$ cat src/rtl/odd_force_mult_pkg.sv
package odd_force_mult_pkg;

    // Class of the operand LSB pair {a0, b0}; the correction term depends on it.
    typedef enum logic [1:0] {
        LSB_EVEN_EVEN = 2'b00,
        LSB_EVEN_ODD  = 2'b01,
        LSB_ODD_EVEN  = 2'b10,
        LSB_ODD_ODD   = 2'b11
    } lsb_pair_e;

    // A forcing increment is needed exactly when the operand is even.
    function automatic logic needs_bump(input logic lsb);
        return ~lsb;
    endfunction

endpackage

$ cat src/rtl/operand_forcer.sv
module operand_forcer #(
    parameter int WIDTH = 8
) (
    input  logic [WIDTH-1:0] raw,
    output logic [WIDTH-1:0] odd_val,
    output logic             bumped
);
    import odd_force_mult_pkg::*;

    // Adding one to an even value only flips bit 0, so no carry can travel.
    always_comb begin
        bumped  = needs_bump(raw[0]);
        odd_val = {raw[WIDTH-1:1], 1'b1};
    end

endmodule

$ cat src/rtl/odd_core_mult.sv
module odd_core_mult #(
    parameter int WIDTH = 8
) (
    input  logic [WIDTH-1:0] x_odd,
    input  logic [WIDTH-1:0] y_odd,
    output logic [WIDTH-1:0] p_odd
);
    // Behavioural core; a residue-indexed odd-only core may replace it.
    always_comb begin
        p_odd = x_odd * y_odd;
    end

endmodule

$ cat src/rtl/correction_unit.sv
module correction_unit #(
    parameter int WIDTH = 8
) (
    input  logic [WIDTH-1:0] a_raw,
    input  logic [WIDTH-1:0] b_raw,
    input  logic             a_bumped,
    input  logic             b_bumped,
    output logic [WIDTH-1:0] corr
);
    logic [WIDTH-1:0] gate_a;
    logic [WIDTH-1:0] gate_b;
    logic             both;

    // A enters the term when B was bumped; B enters when A was bumped.
    for (genvar i = 0; i < WIDTH; i++) begin : g_gate
        assign gate_a[i] = a_raw[i] & b_bumped;
        assign gate_b[i] = b_raw[i] & a_bumped;
    end

    assign both = a_bumped & b_bumped;

    always_comb begin
        corr = gate_a + gate_b + {{(WIDTH-1){1'b0}}, both};
    end

endmodule

$ cat src/rtl/odd_force_mult.sv
module odd_force_mult #(
    parameter int WIDTH = 8
) (
    input  logic             clk,
    input  logic             rst_n,
    input  logic             in_valid,
    input  logic [WIDTH-1:0] a_in,
    input  logic [WIDTH-1:0] b_in,
    output logic             out_valid,
    output logic [WIDTH-1:0] product
);
    typedef struct packed {
        logic             vld;
        logic [WIDTH-1:0] prod;
    } state_t;

    state_t state_d, state_q;

    logic [WIDTH-1:0] a_odd, b_odd, p_odd, corr;
    logic             a_bumped, b_bumped;

    operand_forcer #(.WIDTH(WIDTH)) i_force_a (
        .raw(a_in), .odd_val(a_odd), .bumped(a_bumped)
    );

    operand_forcer #(.WIDTH(WIDTH)) i_force_b (
        .raw(b_in), .odd_val(b_odd), .bumped(b_bumped)
    );

    odd_core_mult #(.WIDTH(WIDTH)) i_core (
        .x_odd(a_odd), .y_odd(b_odd), .p_odd(p_odd)
    );

    correction_unit #(.WIDTH(WIDTH)) i_corr (
        .a_raw(a_in), .b_raw(b_in),
        .a_bumped(a_bumped), .b_bumped(b_bumped),
        .corr(corr)
    );

    always_comb begin
        state_d     = state_q;
        state_d.vld = in_valid;
        if (in_valid) begin
            state_d.prod = p_odd - corr;
        end
    end

    always_ff @(posedge clk or negedge rst_n) begin
        if (!rst_n) begin
            state_q <= '0;
        end else begin
            state_q <= state_d;
        end
    end

    assign out_valid = state_q.vld;
    assign product   = state_q.prod;

endmodule

$ cat config.mk
export PLATFORM = sky130hd
export DESIGN_NAME = odd_force_mult
export DESIGN_NICKNAME = d
export VERILOG_FILES = /design/src/rtl/odd_force_mult_pkg.sv /design/src/rtl/operand_forcer.sv /design/src/rtl/odd_core_mult.sv /design/src/rtl/correction_unit.sv /design/src/rtl/odd_force_mult.sv
export SDC_FILE = /design/constraint.sdc
export NUM_CORES = 1
export LEC_CHECK = 0
export BUFFER_PORTS_ARGS = -buffer_cell sky130_fd_sc_hd__clkbuf_2
export CAP_MARGIN = 20
export CORE_MARGIN = 2
export CORE_UTILIZATION = 40
export CTS_CLUSTER_DIAMETER = 60
export CTS_CLUSTER_SIZE = 25
export DETAILED_ROUTE_END_ITERATION = 12
export PLACE_DENSITY = 0.72
export SLEW_MARGIN = 30
export SYNTH_ARGS = -nofsm -noshare
export SYNTH_HDL_FRONTEND = slang
export SYNTH_SLANG_ARGS = --single-unit
$ cat constraint.sdc
create_clock -name clk -period 0.9 [get_ports clk]
set_clock_uncertainty 0.15 [all_clocks]
set_input_delay 0.045 -clock clk [delete_from_list [all_inputs] [get_ports clk]]
set_output_delay 0.045 -clock clk [all_outputs]
set_load 0.005 [all_outputs]
# [Word-level counts from Yosys, hierarchy flattened]
# Index checks and enable logic that the tools add are counted.
[op_classes] n_addsub=3 mul=1 div_mod_pow=0 magnitude_cmp=0 n_eq_ne=0 shift=0 n_mux=0 n_bitwise=19 reduce_logical=0
[ops] op="bitwise AND 1 bit" count=17
[ops] op="adder 8 x 1 -> 8 bit" count=1
[ops] op="adder 8 bit" count=1
[ops] op="multiplier 8 x 8 -> 8 bit" count=1
[ops] op="subtractor 8 bit" count=1
[ops] op="NOT 1 bit" count=2
[totals] reg_bits=9 latchBits=0 mem_bits_rw=0 rom_bits=0 input_bits=19 out_inout_bits=9 n_memories=0

# [Logic depth before layout (Yosys ltp)]
[logic_depth] word_depth=5 ltp_mapped=16 ltp_nobuf=16

# [Cells and area by module]
# A second synthesis with hierarchy kept.
[hier_totals] hier_cells=253 hier_area_um2=2119.5
[by_module_without_submodules] mod="odd_core_mult" n_inst=1 cells_per_inst=102 area_each_um2=887.1 seq_area_each_um2=0.0
[by_module_without_submodules] mod="odd_force_mult" n_inst=1 cells_per_inst=76 area_each_um2=699.4 seq_area_each_um2=225.2
[by_module_without_submodules] mod="correction_unit" n_inst=1 cells_per_inst=55 area_each_um2=397.9 seq_area_each_um2=0.0
[by_module_without_submodules] mod="operand_forcer" n_inst=2 cells_per_inst=10 area_each_um2=67.6 seq_area_each_um2=0.0

# [Worst setup path before layout]
# No wires, ideal clock.
[synth_path] kind="in2reg" startpoint="input a_in[2]" endpoint="register state_q (netlist bit product[7])" t_arrival_ns=3.790 setup_slack_ns=-3.120 path_stages=14 cell_sequence="and2_2 -> fa_1 -> ha_1 -> fa_1 -> inv_1 -> fa_1 -> fa_1 -> inv_1 -> ha_1 -> o21ai_0 -> o21bai_1 -> a21oi_1 -> xor3_1 -> mux2i_1"
[synth_via] elab_chain_len=4
[synth_rtl] element="from (decl)" line="odd_force_mult.sv:7" source="input logic [WIDTH-1:0] a_in,"
[synth_rtl] element="bitwise AND 1 bit" line="correction_unit.sv:16" source="assign gate_a[i] = a_raw[i] & b_bumped;"
[synth_rtl] element="adder 8 bit" line="correction_unit.sv:23" source="corr = gate_a + gate_b + {{(WIDTH-1){1'b0}}, both};"
[synth_rtl] element="adder 8 x 1 -> 8 bit" line="correction_unit.sv:23"
[synth_rtl] element="subtractor 8 bit (*)" line="odd_force_mult.sv:44" source="state_d.prod = p_odd - corr;"
[synth_rtl] element="to (signal assigned)" line="odd_force_mult.sv:52" source="state_q <= state_d;"
[synth_rtl] element="to (decl)" line="odd_force_mult.sv:17" source="state_t state_d, state_q;"
# Mark *: on every way between the ends. The rest lies on a longest branch, timed or not.
# A chain may end at the register's enable or synchronous reset.

# [Worst setup path after layout]
[layout_path] startpoint="input b_in[3]" endpoint="register state_q (netlist bit product[7])"
[layout_via] elab_chain_len=4
[layout_rtl] element="from (decl)" line="odd_force_mult.sv:8" source="input logic [WIDTH-1:0] b_in,"
[layout_rtl] element="bitwise AND 1 bit" line="correction_unit.sv:17" source="assign gate_b[i] = b_raw[i] & a_bumped;"
[layout_rtl] element="adder 8 bit" line="correction_unit.sv:23"
[layout_rtl] element="adder 8 x 1 -> 8 bit" line="correction_unit.sv:23"
[layout_rtl] element="subtractor 8 bit (*)" line="odd_force_mult.sv:44"
# Marked as above.

==> metrics <==
worst-path cell chain=clkbuf_16, and2_4, fa_1, ha_1, fa_1, inv_2, fa_1, fa_1, inv_2, ha_4, a211oi_2, o21bai_1, a21oi_1, xor3_1, mux2i_1; die area=4720 um^2; placement-stage cell area=around 2200 um^2; Worst path depth=15; CP max FO=4; WP data required=roughly 900 ps; vias in the first global route=roughly 1500; root buffer cell=clkbuf_8; critical path class=input port to register; initial antenna violation count=0; CTS tree=built; Worst R2R Setup Slack=-30 ps; layout cells sized above 1=47.9%; Seq cells post-synth=9; Mapped Nets=237; Initial Util=41.8%; worst path bufs/invs=3; via count=approximately 1400; Remaining Overflow, GRT=0; slew at the pin closest to its max-slew limit=300 ps; most common cell in the netlist=inv_1; Synth top area share=27.5%; CP arrival=roughly 3700 ps; routed wire length=around 4300 um; Final WS setup=-2810 ps; vias per std cell=4.77; Post-synth top cells=43 x inv_1, 25 x ha_1, 23 x fa_1; Filler cells=~280; I/O pin count=28; post-detail-place hpwl=3280 um; crit-path leading delay family=adder cells; CTS H-tree lvls=1; Crit. End Element=register; hold crit path type=input port to register; Worst-Skew Late Latency=230 ps; cells after synthesis=170; mapped cell area=around 1700 um^2; clock buffer depth=2; Post-synth ARST share=100%; Slew HR=79.8%; Max IR drop VDD=between 0.002 and 0.0025 V; DRC viols=0; slowest stage delay, CP=510 ps; hold depth=2; cell taking the most area after synthesis=fa_1; final hold viol count=0; Slowest-stage cell, CP=fa_1; post-route cell area=2620 um^2; Mapped Avg Cell Area=between 9 and 10 um^2; Post-synth EDFFs=0; DIE WIDTH=roughly 70 um; antenna viol nets, final=0; Power Density=2550 nW/um^2; largest net degree at the start of global routing=10; Final Cycle Share=413%; Pleak=1.34 nW; yosys synthesis warning count=0; Num CTS Buffers=3; Primary FF master, synth=dfrtp_1; max_cap viols=0; outcome=complete, but fails checks; nets=slightly above 300; Hold Path Origin=in_valid; Detailed Routing Iterations Pass 1=4; port buffer count=27; area of the core=4000 um^2; TNS Setup=-15830 ps; Final setup viols=15; crit-path most repeated cell=fa_1; Crit Reg-Reg Endpoint=product[1]; initial DRC count=51; synth-to-layout area growth=56.3%; first-pass GRT wire length=6890 um; mean routed wirelength per cell=roughly 15 um; CTS clk-pin slew, worst paths=50 ps; Power Total=0.00666 W; Total GRT Usage=about a fifth; row cnt=23; TritonCTS Sinks=9; highest clock rate=269 MHz; Synth cell types=23; Hold Path Sink=product[4]; reg2reg start=product[1]; register area share after synthesis=13.5%; Area contributors post-synth=fa_1 28%, ha_1 19%, dfrtp_1 13%; CP startpoint kind=input port; ANT cells=0; fin crit period=3710 ps; Slew Viols, Final=0; height of the die=slightly below 70 um; Reg2Reg Depth=1; final RePlAce weighted congestion=0.773; failing checks=negative setup slack; RSZ-0062 raised after global routing=yes
==> routing by layer <==
| metal | wire length, um | GRT usage, % | up-vias |
|---|---|---|---|
| met4 | 94 | 4.50 | 0 |
| li1 | - | - | 652 |
| met1 | 1670 | 22.8 | 670 |
| met2 | 2370 | 39.8 | 35 |
| met3 | 178 | 3.25 | 8 |
| met5 | 0 | 0 | - |
==> how the worst max path moves through the flow <==
stage          startpoint          to  slack, ps
4_1_cts           b_in[3]  product[7]      -2780
2_1_floorplan     a_in[4]  product[7]      -2640
5_1_grt           b_in[3]  product[7]      -2980
3_3_place_gp      a_in[3]  product[7]      -2980
3_5_place_dp      b_in[3]  product[7]      -3060
6_report          b_in[3]  product[7]      -2810
==> report_power, final <==
part | leakage, nW | switching, W | total, W | internal (W)
logic | 1.22 | 0.00242 | 0.00552 | 0.00310
registers | 0.106 | 0.0000837 | 0.000675 | 0.000591
clock network | 0.0228 | 0.000158 | 0.000466 | 0.000309
total | 1.34 | 0.00266 | 0.00666 | 0.00400
==> per-stage QoR <==
stage	util [%]	setup slack [ps]	instances	hold slack (ps)
floorplan	-	-2640	170	-401
global placement	54.6	-2980	275	-241
detailed placement	54.6	-3060	275	-233
CTS	63.8	-2780	283	44.1
global route	65.4	-2980	286	47.8
finish	65.4	-2810	286	31.8
==> state kept, by name, indices dropped and copies added (netlist names) <==
| register | cells |
|---|---|
| product | 8 |
| out_valid | 1 |
==> layout make-up <==
| type | count | area (um^2) | area share, % |
|---|---|---|---|
| well taps | 50 | 62.6 | 2.39 |
| repair buffers | 63 | 564 | 21.6 |
| multi-input cells | 117 | 1550 | 59.2 |
| inverters | 43 | 169 | 6.46 |
| flip-flops and latches | 9 | 225 | 8.61 |
| clock buffers | 4 | 45.0 | 1.72 |
==> repair_timing <==
action | CTS | global route
buffers inserted | 3 | 5
hold endpoints to repair | 10 | 0
pin swaps | 20 | 16
resized for setup | 51 | 14
endpoints found under the setup margin | 16 | 18
hold buffers | 2 | 0
==> layout by cell type (no fill, tap or decap), types with 2 or more instances in the layout <==
cell type      instances
inv_1                 32
nand2_1               14
a211oi_2               2
a21oi_2                2
inv_4                  3
xnor2_1                7
fa_1                  21
nor2b_4                5
clkbuf_16              3
dlygate4sd3_1          2
clkbuf_8               7
nor2_1                 3
buf_8                  2
a21o_1                 2
buf_4                 22
buf_6                 11
nor2b_1                4
ha_4                  11
clkbuf_2              18
and2_1                 3
fa_2                   2
xnor3_1                3
dfrtp_1                9
xor2_1                 2
and2_4                 4
mux2_4                 5
inv_2                  8
ha_1                  14
xnor2_2                2
==> kinds of logic after synthesis <==
| group | count (synthesis) | synth area share (%) |
|---|---|---|
| flops | 9 | 13.5 |
| xor+xnor | 15 | 11.2 |
| compound gates | 11 | 4.11 |
| buf+inv | 44 | 9.87 |
| mux | 6 | 3.96 |
| fa+ha+maj | 48 | 46.2 |
| simple gates | 37 | 11.1 |
No activity file was read; power rests on OpenSTA's default activity.
